**src/rtl/sop_pkg.sv**
```systemverilog
package sop_pkg;

  typedef enum logic [1:0] {
    LIT_DROP = 2'b00,
    LIT_NEG  = 2'b01,
    LIT_POS  = 2'b10,
    LIT_RSV  = 2'b11
  } lit_code_e;

  // Contribution of one literal to a product term.
  function automatic logic lit_pass(input logic [1:0] code, input logic x);
    case (lit_code_e'(code))
      LIT_POS: return x;
      LIT_NEG: return ~x;
      default: return 1'b1;
    endcase
  endfunction

  // True when the literal code leaves its input out of the term.
  function automatic logic lit_is_drop(input logic [1:0] code);
    return (code == LIT_DROP) || (code == LIT_RSV);
  endfunction

  function automatic int unsigned max_u(input int unsigned a, input int unsigned b);
    return (a > b) ? a : b;
  endfunction

  function automatic int unsigned idx_width(input int unsigned n);
    return (n > 1) ? $clog2(n) : 1;
  endfunction

endpackage

```
**src/rtl/sop_cfg_decode.sv**
```systemverilog
module sop_cfg_decode #(
  parameter int unsigned N_TERM = 8,
  parameter int unsigned N_OUT  = 4,
  parameter int unsigned ROW_W  = 3
) (
  input  logic             we,
  input  logic             plane,
  input  logic [ROW_W-1:0] row,
  output logic [N_TERM-1:0] and_wen,
  output logic [N_OUT-1:0]  or_wen
);

  logic and_sel;
  logic or_sel;

  assign and_sel = we & ~plane;
  assign or_sel  = we &  plane;

  // One compare per row; an index beyond the plane matches no row.
  for (genvar t = 0; t < N_TERM; t++) begin : g_and_dec
    assign and_wen[t] = and_sel && (int'(row) == t);
  end

  for (genvar j = 0; j < N_OUT; j++) begin : g_or_dec
    assign or_wen[j] = or_sel && (int'(row) == j);
  end

endmodule

```
**src/rtl/sop_and_plane.sv**
```systemverilog
module sop_and_plane
  import sop_pkg::*;
#(
  parameter int unsigned N_IN   = 4,
  parameter int unsigned N_TERM = 8,
  localparam int unsigned ROW_BITS = 2 * N_IN
) (
  input  logic                       clk,
  input  logic                       rst_n,
  input  logic [N_TERM-1:0]          wen,
  input  logic [ROW_BITS-1:0]        wdata,
  input  logic [N_IN-1:0]            in_vec,
  output logic [N_TERM-1:0]          term_vec,
  output logic [N_TERM*ROW_BITS-1:0] rows_flat
);

  for (genvar t = 0; t < N_TERM; t++) begin : g_term
    logic [ROW_BITS-1:0] row_q;

    always_ff @(posedge clk or negedge rst_n) begin
      if (!rst_n) begin
        row_q <= '0;
      end else if (wen[t]) begin
        row_q <= wdata;
      end
    end

    // AND of every literal in the row.
    always_comb begin
      logic acc;
      acc = 1'b1;
      for (int i = 0; i < int'(N_IN); i++) begin
        acc = acc & lit_pass(row_q[2*i +: 2], in_vec[i]);
      end
      term_vec[t] = acc;
    end

    assign rows_flat[t*ROW_BITS +: ROW_BITS] = row_q;
  end

endmodule

```
**src/rtl/sop_or_plane.sv**
```systemverilog
module sop_or_plane #(
  parameter int unsigned N_TERM = 8,
  parameter int unsigned N_OUT  = 4
) (
  input  logic                      clk,
  input  logic                      rst_n,
  input  logic [N_OUT-1:0]          wen,
  input  logic [N_TERM-1:0]         wdata,
  input  logic [N_TERM-1:0]         term_vec,
  output logic [N_OUT-1:0]          f_out,
  output logic [N_OUT*N_TERM-1:0]   rows_flat
);

  for (genvar j = 0; j < N_OUT; j++) begin : g_out
    logic [N_TERM-1:0] sel_q;

    always_ff @(posedge clk or negedge rst_n) begin
      if (!rst_n) begin
        sel_q <= '0;
      end else if (wen[j]) begin
        sel_q <= wdata;
      end
    end

    assign f_out[j] = |(term_vec & sel_q);
    assign rows_flat[j*N_TERM +: N_TERM] = sel_q;
  end

endmodule

```
**src/rtl/sop_logic_array.sv**
```systemverilog
module sop_logic_array
  import sop_pkg::*;
#(
  parameter int unsigned N_IN   = 4,
  parameter int unsigned N_TERM = 8,
  parameter int unsigned N_OUT  = 4,
  localparam int unsigned ROW_W  = idx_width(max_u(N_TERM, N_OUT)),
  localparam int unsigned DATA_W = max_u(2 * N_IN, N_TERM)
) (
  input  logic              clk,
  input  logic              rst_n,
  input  logic              cfg_we,
  input  logic              cfg_plane,
  input  logic [ROW_W-1:0]  cfg_row,
  input  logic [DATA_W-1:0] cfg_data,
  input  logic [N_IN-1:0]   in_vec,
  output logic [N_OUT-1:0]  f_out
);

  localparam int unsigned AND_BITS = 2 * N_IN;

  // Named internal events, visible to the bound checker.
  logic [N_TERM-1:0]          and_wen;
  logic [N_OUT-1:0]           or_wen;
  logic [N_TERM-1:0]          term_vec;
  logic [N_TERM*AND_BITS-1:0] and_rows_flat;
  logic [N_OUT*N_TERM-1:0]    or_rows_flat;

  sop_cfg_decode #(
    .N_TERM (N_TERM),
    .N_OUT  (N_OUT),
    .ROW_W  (ROW_W)
  ) u_dec (
    .we      (cfg_we),
    .plane   (cfg_plane),
    .row     (cfg_row),
    .and_wen (and_wen),
    .or_wen  (or_wen)
  );

  sop_and_plane #(
    .N_IN   (N_IN),
    .N_TERM (N_TERM)
  ) u_and (
    .clk       (clk),
    .rst_n     (rst_n),
    .wen       (and_wen),
    .wdata     (cfg_data[AND_BITS-1:0]),
    .in_vec    (in_vec),
    .term_vec  (term_vec),
    .rows_flat (and_rows_flat)
  );

  sop_or_plane #(
    .N_TERM (N_TERM),
    .N_OUT  (N_OUT)
  ) u_or (
    .clk       (clk),
    .rst_n     (rst_n),
    .wen       (or_wen),
    .wdata     (cfg_data[N_TERM-1:0]),
    .term_vec  (term_vec),
    .f_out     (f_out),
    .rows_flat (or_rows_flat)
  );

endmodule

```
**config.mk**
```make
export PLATFORM = sky130hd
export DESIGN_NAME = sop_logic_array
export DESIGN_NICKNAME = d
export VERILOG_FILES = /design/src/rtl/sop_pkg.sv /design/src/rtl/sop_cfg_decode.sv /design/src/rtl/sop_and_plane.sv /design/src/rtl/sop_or_plane.sv /design/src/rtl/sop_logic_array.sv
export SDC_FILE = /design/constraint.sdc
export NUM_CORES = 1
export LEC_CHECK = 0
export ABC_CLOCK_PERIOD_IN_PS = 2200
export BUFFER_PORTS_ARGS = -buffer_cell sky130_fd_sc_hd__buf_4
export CORE_MARGIN = 2
export CORE_UTILIZATION = 40
export DETAILED_ROUTE_END_ITERATION = 6
export GPL_TIMING_DRIVEN = 0
export PLACE_DENSITY = 0.63
export SLEW_MARGIN = 20
export SYNTH_ARGS = -nofsm -noshare
export SYNTH_HDL_FRONTEND = slang
export SYNTH_SLANG_ARGS = --single-unit
```
**constraint.sdc**
```tcl
create_clock -name clk -period 2.2 [get_ports clk]
set_clock_uncertainty 0.05 [all_clocks]
set_input_delay 0.22 -clock clk [delete_from_list [all_inputs] [get_ports clk]]
set_output_delay 0.22 -clock clk [all_outputs]
set_load 0.005 [all_outputs]
```
Word level (Yosys, flattened, before mapping)
Index checks and enable logic that the tools add are counted.
- bits in registers: 96
- bits in latches: 0
- memory bits (writable): 0
- bits in read-only memories: 0
- bits of input ports: 19
- word-level logic and storage cells: 167
- memories kept: 0
- $add $sub $neg: 0
- multipliers: 0
- divide/modulo/power cells: 0
- order comparisons: 0
- equality and inequality tests: 71
- shifts and indexed selects: 0
- muxes and demuxes: 32
- bitwise operators: 35
- reductions and logical operators: 17
- operator list (cell ; count):
    == test 2 x 1 -> 1 bit (second input constant) ; 32
    == test 2 bit (second input constant) ; 32
    case mux 1 bit (2 select lines) ; 32
    AND 8 bit ; 4
    OR reduction 8 bit ; 4
    AND 1 bit ; 26
    == test 3 bit (second input constant) ; 4
    logical AND 1 bit ; 12
    == test 3 x 2 -> 1 bit (second input constant) ; 2
    NOT 1 bit ; 5
    == test 3 x 1 -> 1 bit (second input constant) ; 1
    logical NOT 3 bit ; 1

Depth between registers and ports, before layout
Gate-level depths: netlist of run 1.
- depth in word-level cells: 7
- gate-level depth with buffers: 7
- gate-level depth less buffers: 7

Hierarchy
Synthesis of run 1 repeated with hierarchy kept, for this count alone.
- cells, all modules: 511
- area, all modules: 5461.5 µm²
- by module, submodules not included (module ; instances ; cells each ; area each (µm²) ; seq. area each (µm²)):
    sop_and_plane ; 1 ; 404 ; 3888.7 ; 1601.5
    sop_or_plane ; 1 ; 88 ; 1471.4 ; 800.8
    sop_cfg_decode ; 1 ; 19 ; 101.3 ; 0.0

Least setup slack after synthesis of run 1
No wires, ideal clock.
- path type: register to output
- from: reg u_and.g_term[3].row_q[4]
- to: out f_out[0]
- arrival time: 1469 ps
- required time: 1930 ps
- slack: 461 ps
- stages on the path, launching flop included: 7
- buffers on the path: 0
- cells stage by stage: dfrtp_1 ha_1 mux2_4 o22ai_2 nor2_2 a222oi_1 nand4_1
- longest elaborated chain between the ends: 6
- elaborated cells on any way between the ends: 7
- classes of those cells: eq/ne (2); mux (1); bitwise (3); reduce/logical (1)
- ends and longest elaborated chain (what ; RTL line ; RTL):
    start, declared ; sop_and_plane.sv:18 ; logic [ROW_BITS-1:0] row_q;
    start signal, assigned ; sop_and_plane.sv:24 ; row_q <= wdata;
    == test 2 x 1 -> 1 bit or == test 2 bit (tied branches) ; sop_pkg.sv:12 ; case (lit_code_e'(code))
    case mux 1 bit (2 select lines) (*) ; sop_pkg.sv:12 ;
    AND 1 bit (*) (2 in series) ; sop_and_plane.sv:33 ; acc = acc & lit_pass(row_q[2*i +: 2], in_vec[i]);
    AND 8 bit (*) ; sop_or_plane.sv:25 ; assign f_out[j] = |(term_vec & sel_q);
    OR reduction 8 bit (*) ; sop_or_plane.sv:25 ;
    end, declared ; sop_logic_array.sv:17 ; output logic [N_OUT-1:0] f_out
Every way passes the cells marked *; elsewhere a longest branch is shown, timed or not.

Worst setup path after layout of run 1
- from: reg u_and.g_term[3].row_q[4]
- to: out f_out[2]
The elaborated chain is that of the path after synthesis.

==> results of run 1 <==
## final cells by class
type / count / area share
Buffer: 18 / 0.0154
Tap cell: 176 / 0.0365
Sequential cell: 96 / 0.399
Clock buffer: 12 / 0.0442
Clock inverter: 4 / 0.00457
Timing Repair Buffer: 20 / 0.0259
Multi-Input combinational cell: 287 / 0.435
Inverter: 64 / 0.0399
## sequential cells by signal, indices dropped and copies added (netlist names)
register	flops
u_and.g_term.row_q	64
u_or.g_out.sel_q	32
## logic make-up (layout without fill, tap and decap cells)
logic type,after synthesis,in the layout
AOI/OAI and AO/OA,60,60
adders and majority gates,64,64
buffers and inverters,82,118
DFF,96,96
muxes,96,96
and+or+nand+nor,67,67
## per-stage QoR
stage | hold slack [ps] | util | setup slack (ps) | area [µm²] | instances
after global placement | 420 | 0.433 | 48.8 | 5670 | 659
final | 75.9 | 0.461 | -357 | 6030 | 677
after detailed placement | 333 | 0.434 | 1.45 | 5670 | 659
after CTS | 64.2 | 0.460 | -340 | 6020 | 677
after global routing | 70.8 | 0.461 | -466 | 6030 | 677
after floorplan | -126 | - | 461 | 5310 | 465
## routing by layer
metal / part of all wire / GRT usage
met5: 0 / 0
met4: 0.023 / 0.0774
met3: 0.034 / 0.0211
met2: 0.46 / 0.265
met1: 0.48 / 0.234
## power breakdown
| group | internal (W) | total, W | leakage [nW] | switching [W] |
|---|---|---|---|---|
| Combinational | 0.000907 | 0.00178 | 1.54 | 0.000877 |
| Sequential | 0.00218 | 0.00243 | 1.17 | 0.000253 |
| Clock | 0.000857 | 0.00152 | 0.137 | 0.000659 |
## synth_stat cells (all sizes together)
master	count
clkbuf	12
and2b	1
nand2	38
or3	1
nor2	15
ha	64
inv	64
nand4	4
nand2b	3
a22oi	8
buf	6
o21ai	32
nand3b	4
nor3b	1
mux2	96
dfrtp	96
a222oi	4
o22ai	16
## worst min-delay path by stage
stage                                to  cells after the start  slack (ps)
2_1_floorplan  u_and.g_term[0].row_q[0]                      0        -130
3_3_place_gp     u_or.g_out[1].sel_q[6]                      1         420
3_5_place_dp   u_and.g_term[1].row_q[5]                      1         330
4_1_cts          u_or.g_out[2].sel_q[1]                      2          60
5_1_grt          u_or.g_out[3].sel_q[0]                      2          70
6_report         u_or.g_out[2].sel_q[4]                      2          80
## critical path, stage by stage (launching register included)
cell      delay, ps
dfrtp_1         340
inv_1            60
ha_1            190
mux2_4          270
o22ai_4         170
nor2_4           90
a222oi_1        490
nand4_1         160
buf_4           180
## repair_timing
item	CTS	global route
gates resized for setup	9	1
buffers inserted	1	0
hold endpoints to repair	96	0
pin swaps	4	4
endpoints found under the setup margin	4	4
hold buffers	1	0
==> results.md, run 1 <==
- The run finished, with violations left.
- The final reports fail on negative setup slack.
- Yosys printed 0 warnings.
- The later pin in the worst-skew pair is clocked with a latency of 340 ps.
- The CTS tree is yes.
- The library cells used most frequently in the layout, excluding fill and tap cells, are dfrtp_1, mux2_2, inv_1, ha_1, nand2_1.
- The endpoint identified for the worst register-to-register timing path is u_or.g_out[0].sel_q[7].
- For this run, the post-layout net count is 579.
- The number of library cell types mapped by synthesis is 24.
- From left edge to right edge, the die measures 119 µm.
- The fraction of layout instances using a drive strength above 1 is 0.295.
- The number of DRC violations after detailed routing is 0.
- dfrtp_1 takes more of the synthesized area than any other cell.
- Routability-driven placement finished with a final weighted congestion of 0.807.
- The number of global-route vias before repair was 3,552.
- The layout has 1,153 filler cells.
- The antenna violation net count after detailed routing is 0.
- The number of primary I/O pins is 23.
- The capture point of the worst path is f_out[2].
- The first global-routing pass estimated 18,300 µm of wire.
- The launch point of the worst hold path is cfg_data[4].
- The tightest min-delay check is of the in -> reg type.
- The relative slew slack is 0.410.
- The die is 119 µm tall.
- Counting every net in the synthesized netlist gives 548.
- After detailed routing, the average wire length per cell comes to 16.7 µm.
- The max capacitance violation total is 0.
- In this run the deepest clock path goes through 2 buffers.
- The total negative setup slack is -1200 ps.
- The part of the Yosys area used for sequential elements is 0.452.
- For the worst setup path, the data required time is 1930 ps.
- The data arrival time at the worst-slack endpoint is 2290 ps.
- The clock drives 96 sinks.
- In the routed layout, each cell is associated on average with a via count of 5.12.
- The power per standard cell area is 951 mW/mm².
- The HPWL reported at the end of detailed placement is 7680 µm.
- The maximum vdd ir drop is 0.000723 V.
- The via count is 3,468.
- The critical path starts at u_and.g_term[3].row_q[4].
- The count of TritonRoute iterations in the first routing pass is 5.
- Derived from the worst setup path, the maximum achievable clock frequency is 391 MHz.
- After the first detailed-routing iteration, the DRC count stood at 168.
- By area the synthesized netlist is led by dfrtp_1, mux2_2, ha_1, inv_1, o21ai_0.
- The arithmetic-cell share of the synthesized area counting full adders, half adders and majority gates is 0.151.
- The number of cells on the worst reg-to-reg path is 1.
- The share of the synthesized area in compound gates (AO/OA/AOI/OAI) is 0.0702.
- Subtracting the final worst setup slack from the clock period gives 2560 ps.
- The final count of pins violating max slew is 0.
- The number of core rows is 42.
- The deepest level of the CTS H-tree is 3.
- Of the available clock period, the critical path in the final layout requires 1.16.
- The measured slew at the worst slew-check pin is 885 ps.
- The total length of routed wires is 11,300 µm.
- The number of hold-slack violations in the final timing report is 0.
- The critical path startpoint category is a flop.
- The area share of the leading cell type in the synthesized netlist is 0.452.
- The total area of sequential cells is 0.00240 mm².
- The slack of the critical path is -357 ps.
- Of the total synthesized cell area, the portion taken by XOR and XNOR cells is 0.
- Counting every instance in the synthesized netlist gives 465.
- The average instance in the mapped netlist occupies 11.4 µm².
- The number of CTS-inserted buffers is 9.
- The synthesized flop and latch total is 96.
- The maximum fanout count along the critical path is 4.
- The startpoint identified for the worst register-to-register timing path is u_or.g_out[0].sel_q[7].
- The master cell of the clock root buffer is clkbuf_16.
- The area growth from synthesis to layout is 13.4%.
- The number of antenna violations at the first check in global routing was 0.
- Setup repair after global routing could not meet its margin everywhere.
- The most common library cell in the layout ignoring fill and taps is dfrtp_1.
- The core footprint is 0.0131 mm².
- The setup slack on the worst flop-to-flop path is 1330 ps.
- Measured against the total synthesized area, the mux share comes to 0.206.
- 0 antenna diodes ended up in the layout.
- The overall power consumption is 0.00573 W.
- Entering global routing, the biggest net connects 97 pins.
- The leakage dissipation is 2.85 nW.
- Clock-pin slew was measured on the worst setup and hold paths at 60 ps.
- The category of the worst setup path capture point is an output pin.
- The overflow left after global routing is 0.
- The multi-input combinational cells in the finished layout cover a total of 0.00262 mm².
- The area fraction in and, or, nand and nor cells after synthesis is 0.0582.
- The total die area is 0.0142 mm².
- The final setup violation count is 4.
- The worst setup path is of the reg -> out kind.
- For this run, the total global-route usage over all layers was measured as 0.169.
- The main combinational cell family by area after synthesis is multiplexers.
- The post-synthesis instance area is 0.00531 mm².
- The count of input and output buffers is 18.
- The initial core utilization is 0.406.
Power figures use the tool's default switching activity.
==> inputs of run 2 (changes only) <==
- RECOVER_POWER: unset -> 25
==> run 2 against run 1 <==
Net effect:
- the flow still finishes with violations (negative setup slack)
- combinational power about the same
- global-route usage unchanged
- clock power about the same
- die area unchanged
- core utilization down 0.16 points
- sequential share of layout area up 0.14 points
- largest power group unchanged
- highest routed layer unchanged
==> results.md, run 2 (synthesized netlist as in run 1, its figures left out) <==
- Dividing the final minimum period by the clock period gives 1.16.
- The net count of the finished layout is 579.
- The starting DRC count in detailed routing is 170.
- The insertion delay of the later-clocked pin in the worst-skew pair is 340 ps.
- For the worst setup path, the data required time is 1930 ps.
- The flow ran to the end, but the final reports show violations.
- The fraction of layout instances using a drive strength above 1 is 0.281.
- In this run the worst setup path begins at u_and.g_term[3].row_q[4].
- TritonCTS built the clock tree.
- Of the total power, registers draw 0.425.
- The critical path goes through inv_1 > ha_1 > mux2_4 > o22ai_4 > nor2_4 > a222oi_1 > nand4_1 > buf_4.
- The number of antenna diodes in the final layout is 0.
- Hold timing on the final database bottoms out at a slack of 75.9 ps.
- The kind of cell with the highest combined delay along the critical path is compound AO/OA/AOI/OAI gates.
- The via count is 3,458.
- The worst pin sits at a relative slew slack of 0.411.
- Power spread over the standard cell area amounts to 954 mW/mm².
- The number of antenna violations at the first check in global routing is 0.
- The startpoint identified for the worst hold timing path is cfg_data[4].
- Among all stages on the critical path, the largest delay is contributed by a222oi_1.
- The final weighted congestion in routability-driven placement is 0.807.
- The largest stage delay on the critical path is 490 ps.
- The cell-internal power is 0.00394 W.
- In the layout the commonest cells are dfrtp_1, mux2_2, inv_1, ha_1, nand2_1.
- Once detail routing completed, the nets flagged for antenna violations numbered 0.
- The total length of routed wires is 11,300 µm.
- The pre-CTS setup slack is 1.45 ps.
- Of the total power, the share spent switching nets is 0.312.
- The finished cells cover 0.00601 mm².
- The maximum buffer depth of the clock tree is 2.
- The H-tree was split into 3 levels.
- STA classifies the critical path startpoint as a flop.
- The achievable clock frequency is 392 MHz.
- The kind of critical path is reg -> out.
- Along the worst path, the maximum fanout reaches 4.
- TritonCTS created 9 clock buffers.
- Setup repair after global routing could not meet its margin everywhere.
- The overflow left after global routing is 0.
- The largest register by flop count is u_and.g_term.row_q.
- The maximum vdd ir drop is 0.000723 V.
- In this run the static leakage power is 2.83 nW.
- The pin count of the biggest net entering global routing is 97.
- The relative area change from synthesis to final layout is 13.0%.
- The category of the worst setup path capture point is an output pin.
- 23 I/O pins were placed.
- The measured slew at the worst slew-check pin is 884 ps.
- Together, buffers and inverters on the worst path number 2.
- The number of hold-slack violations in the final timing report is 0.
- The global router's overall resource usage is 0.169.
- The combinational group share of total power is 0.311.
- The most common library cell in the layout ignoring fill and taps is dfrtp_1.
- In this run the worst hold path is classified as in -> reg.
- From left edge to right edge, the die measures 119 µm.
- The master cell of the clock root buffer is clkbuf_16.
- The final reports fail on negative setup slack.
- The core footprint is 0.0131 mm².
- The HPWL reported at the end of detailed placement is 7680 µm.
- The max capacitance violation total is 0.
- The floorplan step defined a die boundary enclosing 0.0142 mm².
- The number of global-route vias before repair was 3,552.
- The final setup violation count is 4.
- In this run the core area contains 42 standard-cell rows.
- The clock sink total is 96.
- The register with the most flip-flops in the layout has 64 of them.
- In the final routed layout, each cell accounts on average for 16.7 µm.
- Setup slack on the critical path of the routed design comes to -354 ps.
- For this run, the share of the core covered by cells in the final layout is 0.459.
- The via density per instance is 5.11.
- The startpoint identified for the worst register-to-register timing path is u_or.g_out[0].sel_q[7].
- After detailed routing, the number of remaining DRC violations is 0.
- The initial core utilization is 0.406.
- The count of input and output buffers is 18.
- The largest registers in the layout are u_and.g_term.row_q x64, u_or.g_out.sel_q x32.
- For the finished layout, the period the worst path requires is 2550 ps.
- Adding up every negative setup slack in the final design gives -1210 ps.
- The final count of pins violating max slew is 0.
- The clock network power share is 0.264.
- The first global-routing pass estimated 18,300 µm of wire.
- The die extent in y is 119 µm.
- Clock-pin slew was measured on the worst setup and hold paths at 60 ps.
- The data arrival time at the worst-slack endpoint is 2280 ps.
- The switching power is 0.00179 W.
- The first detailed-routing pass ran for 4 iterations.
- Summing all placed instances gives a cell area of 0.00567 mm².
[run 2: final cells by class]
type / count / area, µm²
buffer: 18 / 90.1
fill: 1157 / 7080
tap: 176 / 220
clock buffer: 12 / 267
clock inverter: 4 / 27.5
multi-input combinational: 287 / 2610
inverter: 64 / 240
timing repair buffer: 20 / 145
sequential: 96 / 2400
[run 2: power by group through the flow]
stage	clock network, W	registers (W)	logic, W
6_report	0.00151	0.00243	0.00178
5_1_grt	0.00164	0.00249	0.00201
4_1_cts	0.00156	0.00243	0.00180
3_5_place_dp	0	0.00247	0.00170
3_3_place_gp	0	0.00243	0.00162
2_1_floorplan	0	0.00240	0.00117
[run 2: what timing repair did]
action / 4_1_cts / 5_1_grt
buffers inserted: 1 / 0
setup endpoints to repair: 4 / 4
pin swaps: 4 / 4
hold buffers: 1 / 0
endpoints found under the hold margin: 96 / 0
resized for setup: 9 / 1
[run 2: path summary, 6_finish.rpt]
| kind | end | slack (ps) | cells after the start |
|---|---|---|---|
| setup / recovery | f_out[2] | -350 | 8 |
| hold / removal | u_or.g_out[2].sel_q[4] | 80 | 2 |
| setup reg to reg | u_or.g_out[0].sel_q[7] | 1340 | 1 |
| hold reg to reg | u_or.g_out[1].sel_q[6] | 440 | 1 |
| max in group asynchronous | u_and.g_term[6].row_q[3] | 1020 | 2 |
| min in group asynchronous | u_and.g_term[1].row_q[4] | 480 | 2 |
[run 2: metrics by stage]
stage          power, W  instances
2_1_floorplan   0.00357        465
3_3_place_gp    0.00405        659
3_5_place_dp    0.00416        659
4_1_cts         0.00580        677
5_1_grt         0.00614        677
6_report        0.00573        677
[run 2: per-layer routing]
| layer | vias to the layer above | track usage | part of all wire |
|---|---|---|---|
| met3 | 21 | 0.0211 | 0.025 |
| li1 | 1643 | - | - |
| met4 | 0 | 0.0774 | 0.026 |
| met5 | - | 0 | 0 |
| met2 | 57 | 0.265 | 0.46 |
| met1 | 1737 | 0.234 | 0.49 |
==> inputs of run 3 (changes only) <==
- CELL_PAD_IN_SITES_DETAIL_PLACEMENT: unset -> 1
- CELL_PAD_IN_SITES_GLOBAL_PLACEMENT: unset -> 2
- PLACE_DENSITY: 0.63 -> 0.83
==> run 3 against run 2 <==
Net effect:
- the flow finishes with violations (design-rule violations, negative setup slack)
- first-iteration DRC count fell by 24%
- critical path type unchanged
- die area did not move
- worst hold slack improved by 1.4 ps
- total power rose by 1.9%
- core utilization rose by 0.23 points
- via count rose by 0.81%
- final area rose by 0.50%
- cell count fell by 0.15%
- clock power barely moved
==> results.md, run 3 (synthesized netlist as in run 1, its figures left out) <==
- STA classifies the critical path endpoint as an output pin.
- The startpoint identified for the worst hold timing path is cfg_data[4].
- In the layout the commonest cells are dfrtp_1, mux2_2, inv_1, ha_1, nand2_1.
- The die outline width is 119 µm.
- The largest single stage delay on the critical path is 380 ps.
- The total die area is 0.0142 mm².
- The final count of pins violating max slew was 0.
- The slack of the critical path is -304 ps.
- Of all nets on the critical path, the largest fanout is 4.
- The power per standard cell area is 967 mW/mm².
- The via count is 3,486.
- After floorplanning, the core was divided into 42 placement rows.
- The number of antenna violations at the first check in global routing was 0.
- The detailed router finished its first iteration with 129 violations.
- The number of clock buffers added by TritonCTS is 9.
- The depth of the most critical reg-to-reg path is 1.
- The data arrival time at the worst-slack endpoint is 2230 ps.
- The count of buffering cells on the critical path with inverters included is 2.
- The share of the clock period used by the worst path after layout is 1.14.
- The worst hold path was traced through 2 stages.
- The path category of the worst min-delay check is in -> reg.
- The final worst hold slack is 77.3 ps.
- Of the cells placed in the final design, the portion with a size suffix greater than 1 is 0.302.
- The cell with the largest stage delay on the worst path is dfrtp_1.
- The initial utilization of the core area, before any placement, comes to 0.406.
- In this run the tool buffered the top-level ports with 18 buffer cells.
- The number of DRC violations after detailed routing is 1.
- The most common library cell in the layout ignoring fill and taps is dfrtp_1.
- The core footprint is 0.0131 mm².
- The relative slew slack is 0.101.
- The floorplan step set the die height to 119 µm.
- The overflow left after global routing is 0.
- The kind of critical path is reg -> out.
- met2 is the most crowded layer.
- The clock-pin slew on the worst setup and hold paths is 70 ps.
- The flip-flop count of the largest register, all copies and words added is 64.
- The number of global-route vias before repair is 3,833.
- In this run the deepest clock path goes through 2 buffers.
- For this run, global-route usage on met3 was measured as 0.0259.
- TritonCTS built the clock tree.
- Dividing the detail-routed wire length by the instance count gives 18.7 µm.
- For hold timing, the worst endpoint is u_or.g_out[2].sel_q[4].
- In this run the count of I/O pins placed on the die edge is 23.
- The critical path startpoint category is a flop.
- The fraction of met2 tracks used by global routing is 0.341.
- The final setup violation count is 4.
- The pin count of the biggest net entering global routing is 97.
- Clock tree synthesis selected as its root buffer the cell clkbuf_16.
- The cell area after placement is 0.00567 mm².
- The startpoint identified for the worst register-to-register timing path is u_or.g_out[0].sel_q[0].
- Derived from the worst setup path, the maximum achievable clock frequency is 399 MHz.
- The clock sink total is 96.
- At the worst endpoint, the required time is 1930 ps.
- The setup slack on the worst flop-to-flop path is 1350 ps.
- At the later pin of the worst-skew pair, clock insertion delay measures 330 ps.
- The flow ran to the end, but the final reports show violations.
- The final reports fail on design-rule violations, negative setup slack.
- The relative area change from synthesis to final layout is 13.6%.
- The first-pass GRT wire length is 20,500 µm.
- Adding up every negative setup slack in the final design gives -1150 ps.
- For the finished layout, the period the worst path requires is 2500 ps.
- Across the run, the number of max-cap violations was 0.
- The analysis attributes to cell leakage a power of 2.82 nW.
- The kind of cell adding the most delay to the critical path is compound AO/OA/AOI/OAI gates.
- In this run the critical register-to-register path is captured at u_or.g_out[0].sel_q[0].
- The met1 track utilization from global routing is 0.237.
- The largest register by flop count is u_and.g_term.row_q.
- After routing the design area is 0.00604 mm².
- The measured slew at the worst slew-check pin is 1350 ps.
- At the end of routability-driven placement, the weighted congestion stood at 0.758.
- The antenna violation net count after detailed routing is 0.
- Setup repair after global routing could not meet its margin everywhere.
- In the final layout, the registers with the most flip-flops are u_and.g_term.row_q x64, u_or.g_out.sel_q x32.
- The repair_antennas step left the layout with diodes totalling 0.
- The signal on the critical path passes through inv_2 > ha_1 > mux2_4 > o22ai_4 > nor2_4 > a222oi_1 > nand4_1 > buf_4.
- The wire-length estimate of the detail-placed layout is 8650 µm.
- The core occupancy in the finished layout is 0.461.
- The global router's overall resource usage is 0.190.
- The deepest level of the CTS H-tree is 3.
- The total length of routed wires is 12,600 µm.
- The number of hold-slack violations in the final timing report was 0.
- The count of TritonRoute iterations in the first routing pass is 7.
- IR analysis of the VDD net gives a maximum drop of 0.000517 V.
- The design draws 0.00584 W.
- The via density per instance is 5.16.
- The layout net count is 578.
run 3: cell count changes in the layout (fill, tap and decap cells not counted), sizes merged:
cell	previous run	this run
inv	64	66
clkbuf	29	27
clkinv	1	2
clkinvlp	3	1
run 3: report_power, final:
group,total [W],switching [W],internal [W]
Sequential,0.00245,0.000273,0.00218
Clock,0.00149,0.000682,0.000806
Combinational,0.00189,0.000941,0.000954
Total,0.00584,0.00190,0.00394
run 3: worst max-delay path by stage:
stage	endpoint	start	cells past startpoint	slack (ps)
after CTS	f_out[2]	u_and.g_term[2].row_q[5]	8	-310
after global routing	f_out[2]	u_and.g_term[2].row_q[6]	8	-400
final	f_out[0]	u_and.g_term[3].row_q[5]	8	-300
after floorplan	f_out[0]	u_and.g_term[3].row_q[4]	6	460
after detailed placement	f_out[2]	u_and.g_term[2].row_q[6]	8	8
after global placement	f_out[0]	u_and.g_term[2].row_q[6]	8	30
run 3: through the flow:
stage	setup slack, ps	std cells
after floorplan	461	465
after global placement	28.5	659
after detailed placement	7.63	659
after CTS	-309	676
after global routing	-395	676
final	-304	676
run 3: final cells by class:
class | count | area, µm²
Clock inverter | 5 | 38.8
Sequential cell | 96 | 2400
Buffer | 18 | 91.3
Timing Repair Buffer | 19 | 138
Fill cell | 1398 | 7050
Inverter | 64 | 240
Multi-Input combinational cell | 287 | 2660
Clock buffer | 11 | 243
Tap cell | 176 | 220
run 3: routing by layer:
metal / vias to the layer above / wire (µm)
li1: 1639 / -
met1: 1795 / 5530
met2: 40 / 6570
met3: 12 / 333
met4: 0 / 194
met5: - / 0
run 3: timing repair:
action                                 CTS  global route
setup buffers                            0             0
endpoints found under the hold margin   96             0
setup endpoints to repair                4             4
pin swaps                               11             7
hold buffers                             1             0
gates resized for setup                 24             1
